$ cat src/rtl/xbw_pkg.sv
package xbw_pkg;

    localparam int REG_W     = 8;
    localparam int AS_STR_W  = 2;
    localparam int DS_STR_W  = 3;
    localparam int CNT_W     = (DS_STR_W > AS_STR_W) ? DS_STR_W : AS_STR_W;

    localparam logic [REG_W-2:0]    WC_RST = 7'h7F;
    localparam logic [AS_STR_W-1:0] AS_RST = 2'd3;

    typedef enum logic [1:0] {
        PH_IDLE = 2'd0,
        PH_ADDR = 2'd1,
        PH_DATA = 2'd2,
        PH_DONE = 2'd3
    } phase_e;

    typedef struct packed {
        logic [AS_STR_W-1:0] as_up;
        logic [DS_STR_W-1:0] ds_up;
        logic [DS_STR_W-1:0] ds_lo;
    } wait_cfg_t;

    function automatic logic [CNT_W-1:0] as_count(input wait_cfg_t c, input logic upper);
        return upper ? CNT_W'(c.as_up) : '0;
    endfunction

    function automatic logic [CNT_W-1:0] ds_count(input wait_cfg_t c, input logic upper);
        return upper ? CNT_W'(c.ds_up) : CNT_W'(c.ds_lo);
    endfunction

endpackage

$ cat src/rtl/xbw_cfg_regs.sv
module xbw_cfg_regs
    import xbw_pkg::*;
(
    input  logic             clk,
    input  logic             rst,
    input  logic             isr_active,
    input  logic             cfg_we,
    input  logic             cfg_sel,
    input  logic [REG_W-1:0] cfg_wdata,
    output logic [REG_W-1:0] cfg_rdata,
    output wait_cfg_t        cfg
);

    logic [REG_W-2:0]    wc_q;
    logic [AS_STR_W-1:0] as_q;

    always_ff @(posedge clk) begin
        if (rst) begin
            wc_q <= WC_RST;
            as_q <= AS_RST;
        end else if (cfg_we) begin
            if (!cfg_sel)
                wc_q <= cfg_wdata[REG_W-2:0];
            else if (!isr_active)
                as_q <= cfg_wdata[AS_STR_W-1:0];
        end
    end

    always_comb begin
        cfg.as_up = as_q;
        cfg.ds_up = wc_q[2*DS_STR_W-1:DS_STR_W];
        cfg.ds_lo = wc_q[DS_STR_W-1:0];
        cfg_rdata = cfg_sel ? {{(REG_W-AS_STR_W){1'b0}}, as_q} : {1'b0, wc_q};
    end

    // first cycle out of reset shows the reset stretches
    assert_reset_vals_R1: assert property (@(posedge clk) disable iff (rst)
        $past(rst) |-> (cfg.ds_up == 3'd7 && cfg.ds_lo == 3'd7 && cfg.as_up == 2'd3));

    // wait-control write lands in the data stretch fields
    assert_wc_write_R2: assert property (@(posedge clk) disable iff (rst)
        (cfg_we && !cfg_sel) |=> (cfg.ds_up == $past(cfg_wdata[5:3]) && cfg.ds_lo == $past(cfg_wdata[2:0])));

    // interrupt flag blocks address-stretch writes
    assert_isr_hold_R6: assert property (@(posedge clk) disable iff (rst)
        (cfg_we && cfg_sel && isr_active) |=> $stable(cfg.as_up));

endmodule

$ cat src/rtl/xbw_seq.sv
module xbw_seq
    import xbw_pkg::*;
#(
    parameter int ADDR_W     = 22,
    parameter int DATA_W     = 8,
    parameter int REGION_BIT = 21
) (
    input  logic              clk,
    input  logic              rst,
    input  wait_cfg_t         cfg,
    input  logic              req_valid,
    input  logic [ADDR_W-1:0] req_addr,
    input  logic              req_write,
    input  logic [DATA_W-1:0] req_wdata,
    output logic              req_ready,
    output logic [DATA_W-1:0] req_rdata,
    output logic [ADDR_W-1:0] bus_addr,
    output logic [DATA_W-1:0] bus_wdata,
    output logic              bus_we,
    input  logic [DATA_W-1:0] bus_rdata,
    output logic              bus_as_n,
    output logic              bus_ds_hi_n,
    output logic              bus_ds_lo_n
);

    phase_e            phase;
    logic [CNT_W-1:0]  cnt;
    logic [CNT_W-1:0]  ds_str_q;
    logic [ADDR_W-1:0] addr_q;
    logic [DATA_W-1:0] wdata_q;
    logic [DATA_W-1:0] rdata_q;
    logic              write_q;
    logic              upper_q;

    always_ff @(posedge clk) begin
        if (rst) begin
            phase    <= PH_IDLE;
            cnt      <= '0;
            ds_str_q <= '0;
            addr_q   <= '0;
            wdata_q  <= '0;
            rdata_q  <= '0;
            write_q  <= 1'b0;
            upper_q  <= 1'b0;
        end else begin
            unique case (phase)
                PH_IDLE: if (req_valid) begin
                    addr_q   <= req_addr;
                    write_q  <= req_write;
                    wdata_q  <= req_wdata;
                    upper_q  <= req_addr[REGION_BIT];
                    cnt      <= as_count(cfg, req_addr[REGION_BIT]);
                    ds_str_q <= ds_count(cfg, req_addr[REGION_BIT]);
                    phase    <= PH_ADDR;
                end
                PH_ADDR: if (cnt == '0) begin
                    cnt   <= ds_str_q;
                    phase <= PH_DATA;
                end else begin
                    cnt <= cnt - 1'b1;
                end
                PH_DATA: if (cnt == '0) begin
                    if (!write_q)
                        rdata_q <= bus_rdata;
                    phase <= PH_DONE;
                end else begin
                    cnt <= cnt - 1'b1;
                end
                PH_DONE: phase <= PH_IDLE;
                default: phase <= PH_IDLE;
            endcase
        end
    end

    always_comb begin
        bus_as_n    = (phase != PH_ADDR);
        bus_ds_hi_n = !(phase == PH_DATA && upper_q);
        bus_ds_lo_n = !(phase == PH_DATA && !upper_q);
        bus_we      = (phase == PH_DATA) && write_q;
        bus_addr    = addr_q;
        bus_wdata   = wdata_q;
        req_ready   = (phase == PH_DONE);
        req_rdata   = rdata_q;
    end

    // upper strobe only for upper addresses, lower strobe only for lower
    assert_hi_region_R3: assert property (@(posedge clk) disable iff (rst)
        !bus_ds_hi_n |-> bus_addr[REGION_BIT]);
    assert_lo_region_R3: assert property (@(posedge clk) disable iff (rst)
        !bus_ds_lo_n |-> !bus_addr[REGION_BIT]);

    // lower-region address strobe lasts one cycle
    assert_lo_as_len_R4: assert property (@(posedge clk) disable iff (rst)
        ($fell(bus_as_n) && !bus_addr[REGION_BIT]) |=> bus_as_n);

    // ready is a single-cycle pulse
    assert_ready_pulse_R8: assert property (@(posedge clk) disable iff (rst)
        req_ready |=> !req_ready);

    // address and data strobes never overlap
    assert_strobe_excl_R9: assert property (@(posedge clk) disable iff (rst)
        !(!bus_as_n && (!bus_ds_hi_n || !bus_ds_lo_n)));

endmodule

$ cat src/rtl/xbus_wait_gen.sv
module xbus_wait_gen
    import xbw_pkg::*;
#(
    parameter int ADDR_W     = 22,
    parameter int DATA_W     = 8,
    parameter int REGION_BIT = 21
) (
    input  logic              clk,
    input  logic              rst,
    input  logic              isr_active,
    input  logic              cfg_we,
    input  logic              cfg_sel,
    input  logic [7:0]        cfg_wdata,
    output logic [7:0]        cfg_rdata,
    input  logic              req_valid,
    input  logic [ADDR_W-1:0] req_addr,
    input  logic              req_write,
    input  logic [DATA_W-1:0] req_wdata,
    output logic              req_ready,
    output logic [DATA_W-1:0] req_rdata,
    output logic [ADDR_W-1:0] bus_addr,
    output logic [DATA_W-1:0] bus_wdata,
    output logic              bus_we,
    input  logic [DATA_W-1:0] bus_rdata,
    output logic              bus_as_n,
    output logic              bus_ds_hi_n,
    output logic              bus_ds_lo_n
);

    wait_cfg_t cfg;

    xbw_cfg_regs u_regs (
        .clk        (clk),
        .rst        (rst),
        .isr_active (isr_active),
        .cfg_we     (cfg_we),
        .cfg_sel    (cfg_sel),
        .cfg_wdata  (cfg_wdata),
        .cfg_rdata  (cfg_rdata),
        .cfg        (cfg)
    );

    xbw_seq #(
        .ADDR_W     (ADDR_W),
        .DATA_W     (DATA_W),
        .REGION_BIT (REGION_BIT)
    ) u_seq (
        .clk         (clk),
        .rst         (rst),
        .cfg         (cfg),
        .req_valid   (req_valid),
        .req_addr    (req_addr),
        .req_write   (req_write),
        .req_wdata   (req_wdata),
        .req_ready   (req_ready),
        .req_rdata   (req_rdata),
        .bus_addr    (bus_addr),
        .bus_wdata   (bus_wdata),
        .bus_we      (bus_we),
        .bus_rdata   (bus_rdata),
        .bus_as_n    (bus_as_n),
        .bus_ds_hi_n (bus_ds_hi_n),
        .bus_ds_lo_n (bus_ds_lo_n)
    );

endmodule

$ cat config.mk
export PLATFORM = sky130hd
export DESIGN_NAME = xbus_wait_gen
export DESIGN_NICKNAME = d
export VERILOG_FILES = /design/src/rtl/xbw_pkg.sv /design/src/rtl/xbw_cfg_regs.sv /design/src/rtl/xbw_seq.sv /design/src/rtl/xbus_wait_gen.sv
export SDC_FILE = /design/constraint.sdc
export NUM_CORES = 1
export LEC_CHECK = 0
export ABC_AREA = 1
export BUFFER_PORTS_ARGS = -buffer_cell sky130_fd_sc_hd__buf_2
export CORE_ASPECT_RATIO = 2
export CORE_MARGIN = 2
export CORE_UTILIZATION = 47
export CTS_CLUSTER_DIAMETER = 60
export DETAILED_ROUTE_END_ITERATION = 6
export PLACE_DENSITY_LB_ADDON = 0.2
export SLEW_MARGIN = 0
export SYNTH_ARGS = -nofsm -noshare
export SYNTH_HDL_FRONTEND = slang
export SYNTH_SLANG_ARGS = --single-unit
$ cat constraint.sdc
create_clock -name clk -period 1.55 [get_ports clk]
set_input_delay 0.2325 -clock clk [delete_from_list [all_inputs] [get_ports clk]]
set_output_delay 0.2325 -clock clk [all_outputs]
set_load 0.005 [all_outputs]
==> results of run 1 <==
[kinds of logic (layout without fill, tap and decap cells)]
family	Yosys count	count (layout)
other	1	1
xor gates and xnor gates	1	1
buffers and inverters	44	150
AOI/OAI and AO/OA	60	60
and+or+nand+nor	147	147
DFF	56	56
adders and majority gates	7	7
[report_power, final]
| part | total, mW | internal [mW] | switching, mW |
|---|---|---|---|
| clock network | 0.823 | 0.366 | 0.458 |
| logic | 2.00 | 0.871 | 1.13 |
| registers | 2.00 | 1.81 | 0.196 |
| total | 4.83 | 3.04 | 1.78 |
[cell usage after synthesis]
library cell,instances
nand2_2,1
dfxtp_1,56
buf_2,5
or2_2,1
conb_1,1
o211ai_1,8
o21ai_0,44
clkbuf_1,7
a21oi_2,1
ha_1,7
nand3_4,2
buf_4,3
inv_2,3
nor3_1,2
nand4_1,2
xor2_1,1
nor2_1,85
nand3_1,8
inv_1,26
nor2_4,2
nand2_1,44
a21oi_1,7
[worst max path at each step]
| stage | slack (ns) | endpoint | cells past startpoint | startpoint |
|---|---|---|---|---|
| floorplan | 0.24 | u_seq.req_rdata[0] | 7 | u_seq.phase[0] |
| global placement | 0.1 | u_seq.bus_addr[11] | 7 | u_seq.phase[0] |
| detailed placement | 0.03 | u_seq.bus_addr[13] | 6 | u_seq.phase[1] |
| CTS | 0.02 | bus_ds_lo_n | 5 | u_seq.phase[0] |
| global route | 0.008 | bus_ds_lo_n | 5 | u_seq.phase[0] |
| finish | 0.05 | bus_ds_lo_n | 5 | u_seq.phase[0] |
[final cells by class]
| class | count | area share |
|---|---|---|
| clock buffers | 8 | 0.02927 |
| inverters | 29 | 0.03537 |
| multi-input cells | 216 | 0.3455 |
| repair buffers | 113 | 0.2016 |
| flip-flops and latches | 56 | 0.3650 |
| well taps | 57 | 0.02317 |
[metrics by stage]
step,utilization,setup WS (ns),power (mW),cell area [um2]
2_1_floorplan,-,0.2396,3.212,2345
3_3_place_gp,0.6070,0.09718,3.867,2925
3_5_place_dp,0.6070,0.02890,3.924,2925
4_1_cts,0.6363,0.01826,4.852,3067
5_1_grt,0.6386,0.008000,5.213,3078
6_report,0.6386,0.04693,4.827,3078
[metal layers]
metal | vias up | routed length (um)
li1 | 1205 | -
met1 | 1021 | 2109
met2 | 63 | 3337
met3 | 7 | 285
met4 | 0 | 96
met5 | - | 0
[critical path: stages (launching register included)]
cell and delay (ns):
dfxtp_2 0.34, inv_2 0.09, ha_4 0.16, inv_2 0.04, or2_4 0.21, buf_2 0.12
[registers in the layout, summed over array words and instances (netlist names)]
| name | flops |
|---|---|
| u_seq.write_q | 1 |
| u_regs.as_q | 2 |
| u_seq.req_rdata | 8 |
| u_seq.phase | 2 |
| u_seq.ds_str_q | 3 |
| u_seq.bus_wdata | 8 |
| u_regs.wc_q | 7 |
| u_seq.cnt | 3 |
| u_seq.bus_addr | 22 |
[repair_timing]
item / 4_1_cts / 5_1_grt
gates resized for setup: 7 / 4
setup endpoints to repair: 4 / 32
pin swaps: 0 / 1
buffers inserted: 4 / 1
==> results.py, run 1 <==
metrics = {
    "status": {
        "status": "completed",
    },
    "placement": {
        "dp.cells": 466,
        "io_buffers": 101,
        "place_hpwl_um": 4412,
        "gp_congestion": 0.7746,
    },
    "synthesis": {
        "synth_xor_area_frac": 0.003735,
        "avgSynthCellArea_um2": 7.420,
        "postSynthCellCount": 316,
        "synthesis.nets": 376,
        "netlist_area_mm2": 0.002345,
        "synthTopCellsByArea": "dfxtp_1 48%, nor2_1 14%, o21ai_0 9.4%, nand2_1 7.0%, inv_1 4.2%",
        "yosysTopAreaCellShare": 0.4781,
        "yosys.area.top_type": "dfxtp_1",
        "synth_simple_gate_area_frac": 0.2631,
        "synthDistinctLibCells": 22,
        "synth_compound_area_frac": 0.1382,
        "synth_adder_area_share": 0.03735,
        "seq_area_frac_synth": 0.4781,
        "yosys_warnings": 0,
        "ys_seq_elements": 56,
        "synth_mux_area_frac": 0,
        "synth_top_family_by_area": "simple AND/OR/NAND/NOR gates",
    },
    "setup_path": {
        "reg2reg_depth": 8,
        "worstSetupStartpointType": "flip-flop",
        "crit_type": "reg -> out",
        "endpoint_kind": "primary output",
        "worstPathMaxFanout": 4,
        "reg2reg_slack_ns": 0.20,
        "crit_required_ns": 1.32,
        "arrival_ns": 1.27,
        "timing.rr.end": "u_seq.req_rdata[4]",
        "rr_startpoint": "u_seq.phase[0]",
    },
    "clock_network": {
        "numCtsBuffers": 5,
        "cts-root-buf": "clkbuf_8",
        "clk_latency_ns": 0.32,
        "clock_sinks": 56,
        "tritoncts": "built",
        "cts_hold_buf": 0,
        "clk_pin_slew_ns": 0.10,
        "cts_buffer_depth": 2,
        "cts_max_level": 2,
    },
    "cells_and_area": {
        "final_nets": 481,
        "layout_commonest_cell": "buf_2",
        "seq_area_mm2": 0.001124,
        "area_growth_pct": 31.27,
        "drive_gt1_frac": 0.3246,
        "instances_no_fill": 479,
        "multiInputGateArea_mm2": 0.001064,
        "fill_cells": 484,
        "final_cell_mix": "101 x buf_2, 85 x nor2_1, 54 x dfxtp_1",
        "antenna_cells": 0,
    },
    "sta": {
        "fin_crit_sh": 0.9697,
        "setup_tns_ns": 0,
        "rsz0062_at_grt": "false",
        "hold_viol_final": 0,
        "slew_viol_final": 0,
        "fin_worst_skew_ns": 0.01014,
        "finalCriticalPeriod_ns": 1.503,
        "fmax_mhz": 665.3,
        "setup_viol": 0,
        "hold_ws_ns": 0.1172,
    },
    "min_path": {
        "worstHoldPathCells": 2,
        "hp-class": "in -> reg",
        "min_delay_worst_endpoint": "u_seq.cnt[0]",
        "min_from": "rst",
    },
    "route": {
        "dr.pass1.iters": 4,
        "ant_nets": 0,
        "drcViolationCount": 0,
        "wl_per_cell_um": 12.17,
        "num_vias": 2296,
        "viasPerCell": 4.793,
        "drtIter0Drc": 45,
        "wirelength_um": 5828,
    },
    "power_and_ir_drop": {
        "peakVddDrop_mv": 1.339,
        "leakage_nw": 1.606,
        "powerDensity_mw_per_mm2": 1568,
    },
    "global_routing": {
        "use_met1": 0.2235,
        "top_usage_layer": "met2",
        "grt_pass1_vias": 2186,
        "grt_use_met2": 0.4068,
        "grt_start_max_net_pins": 54,
        "grt_util_all_layers": 0.2257,
        "grt_pass1_wl_um": 9439,
        "antenna_found_initial": 0,
        "use_met3": 0.06034,
        "grt-ovfl-total": 0,
    },
    "floorplan": {
        "die_area_mm2": 0.005604,
        "start_util": 0.4865,
        "ios": 104,
        "dieHeight_um": 103.9,
        "placeableCoreArea_mm2": 0.004820,
        "fp.dieW_um": 53.95,
        "rows": 36,
    },
    "flow_run": {
        "maxCapViolCount": 0,
    },
}
No activity file was read; power rests on OpenSTA's default activity.
==> inputs of run 2 (changes only) <==
==> constraint.sdc (replaced) <==
create_clock -name clk -period 1.55 [get_ports clk]
set_input_delay 0.31 -clock clk [delete_from_list [all_inputs] [get_ports clk]]
set_output_delay 0.31 -clock clk [all_outputs]
set_load 0.005 [all_outputs]
==> run 2 against run 1 <==
Effect of this change:
- first-iteration DRC count decreased by 42%
- via count is 1.5% higher
- combinational power barely moved
- core utilization rose by 0.52 points
- non-clock buffer count is 1 lower
- sequential share of layout area fell by 0.29 points
- wire length up 0.55%
- maximum frequency is 2.6% lower
- worst setup slack got worse by 0.040 ns
- critical path type unchanged
==> results.py, run 2 (synthesis gave the netlist of run 1 again) <==
metrics = {
    "sta": {
        "rsz0062_at_grt": "true",
        "fin_worst_skew_ns": 0.007761,
        "fin_crit_sh": 0.9956,
        "finalCriticalPeriod_ns": 1.543,
        "setup_viol": 0,
        "hold_viol_final": 0,
        "fmax_mhz": 648.0,
        "fin_ws_ns": 0.006883,
        "slew_viol_final": 0,
    },
    "route": {
        "ant_nets": 0,
        "drtIter0Drc": 26,
        "wirelength_um": 5860,
        "viasPerCell": 4.874,
        "num_vias": 2330,
        "drcViolationCount": 0,
        "dr.pass1.iters": 4,
        "wl_per_cell_um": 12.26,
    },
    "power_and_ir_drop": {
        "power.internal_mw": 3.217,
        "leakage_nw": 1.619,
        "switching_share": 0.3566,
        "clockPowerShare": 0.203,
        "switching_power_mw": 1.783,
        "powerDensity_mw_per_mm2": 1611,
        "power_frac_comb": 0.395,
        "peakVddDrop_mv": 1.604,
        "p_seq_frac": 0.402,
    },
    "global_routing": {
        "grt_pass1_wl_um": 9577,
        "grt_util_all_layers": 0.2244,
        "grt-ovfl-total": 0,
        "grt_pass1_vias": 2297,
        "antenna_found_initial": 0,
        "grt_start_max_net_pins": 36,
    },
    "floorplan": {
        "fp.dieW_um": 53.95,
        "start_util": 0.4865,
        "dieHeight_um": 103.9,
        "rows": 36,
        "ios": 104,
        "placeableCoreArea_mm2": 0.004820,
        "die_area_mm2": 0.005604,
    },
    "clock_network": {
        "clock_sinks": 56,
        "cts_max_level": 2,
        "cts-root-buf": "clkbuf_8",
        "clk_pin_slew_ns": 0.10,
        "cts_hold_buf": 0,
        "tritoncts": "built",
        "cts_buffer_depth": 2,
        "numCtsBuffers": 5,
        "clk_latency_ns": 0.31,
    },
    "cells_and_area": {
        "drive_gt1_frac": 0.3278,
        "final_util": 0.6438,
        "final_nets": 480,
        "final_cell_mix": "100 x buf_2, 85 x nor2_1, 54 x dfxtp_1",
        "layout_commonest_cell": "buf_2",
        "antenna_cells": 0,
        "largest_register_ffs": 22,
        "area_growth_pct": 32.34,
    },
    "setup_path": {
        "crit_required_ns": 1.24,
        "setup.worst_path.start": "u_seq.phase[0]",
        "reg2reg_depth": 8,
        "crit_type": "reg -> out",
        "rr_startpoint": "u_seq.phase[1]",
        "path_cells": "inv_4 > ha_4 > inv_2 > or2_4 > buf_6",
        "worstPathMaxFanout": 4,
        "max_stage_delay_ns": 0.34,
        "crit_slowest_cell": "dfxtp_2",
        "crit_path_end": "bus_ds_lo_n",
        "arrival_ns": 1.23,
        "timing.rr.end": "u_seq.ds_str_q[2]",
        "endpoint_kind": "primary output",
        "worstSetupStartpointType": "flip-flop",
        "reg2reg_slack_ns": 0.11,
    },
    "placement": {
        "gp_congestion": 0.7897,
        "io_buffers": 101,
        "dpl_worst_slack_ns": -0.02235,
        "place_hpwl_um": 4430,
    },
    "flow_run": {
        "maxCapViolCount": 0,
    },
    "min_path": {
        "min_from": "rst",
        "hp-class": "in -> reg",
    },
    "status": {
        "status": "completed",
    },
}
run 2: cell count changes in the layout (fill, tap and decap cells not counted), sizes merged:
cell	change
buf	-1
bufinv	+1
clkbuf	-1
run 2: worst min path at each step:
| stage | to | slack (ns) | depth (start not counted) |
|---|---|---|---|
| 3_5_place_dp | u_seq.bus_wdata[0] | 0.47 | 2 |
| 6_report | u_seq.cnt[0] | 0.21 | 2 |
| 4_1_cts | u_seq.cnt[2] | 0.20 | 2 |
| 2_1_floorplan | u_seq.cnt[0] | 0.37 | 1 |
| 3_3_place_gp | u_seq.bus_addr[20] | 0.46 | 2 |
| 5_1_grt | u_seq.cnt[0] | 0.20 | 2 |
run 2: critical path: cells and delay by family (launching register included):
family        cells  cell delay [ns]
buf+inv           3             0.22
fa+ha+maj         1             0.15
flops             1             0.34
simple gates      1             0.22
run 2: timing repair:
action | 4_1_cts | 5_1_grt
endpoints found under the setup margin | 5 | 4
gates resized for setup | 10 | 4
setup buffers | 4 | 1
pin swaps | 1 | 1
run 2: area by class of cell:
| type | count | area, um2 |
|---|---|---|
| Multi-Input combinational cell | 216 | 1074 |
| Inverter | 29 | 113.9 |
| Timing Repair Buffer | 112 | 594.3 |
| Sequential cell | 56 | 1124 |
| Fill cell | 476 | 1717 |
| Clock buffer | 7 | 96.34 |
| Tap cell | 57 | 71.32 |
| Clock inverter | 1 | 30.03 |
run 2: stage by stage:
step	setup TNS (ns)	hold slack (ns)	area, um2	instances	power (mW)
detailed placement	-0.02235	0.4658	2893	465	3.874
floorplan	0	0.3724	2345	316	3.212
global placement	0	0.4583	2893	465	3.814
CTS	-0.009166	0.2006	3082	477	5.011
global route	-0.07550	0.2046	3103	478	5.389
finish	0	0.2098	3103	478	5.000
run 2: power by group through the flow:
stage	registers, mW	clock network (mW)	logic [mW]
6_report	2.01	1.02	1.97
5_1_grt	2.05	1.10	2.24
4_1_cts	2.01	1.04	1.96
3_5_place_dp	2.03	0	1.84
3_3_place_gp	2.01	0	1.80
2_1_floorplan	2.03	0	1.18
run 2: layer usage:
metal  track usage  vias to the layer above  part of all wire
met5             0                        -                 0
met4       0.07875                        0             0.018
met3       0.05603                        8             0.054
met2        0.4233                       63              0.57
met1        0.2137                     1057              0.36
li1              -                     1202                 -
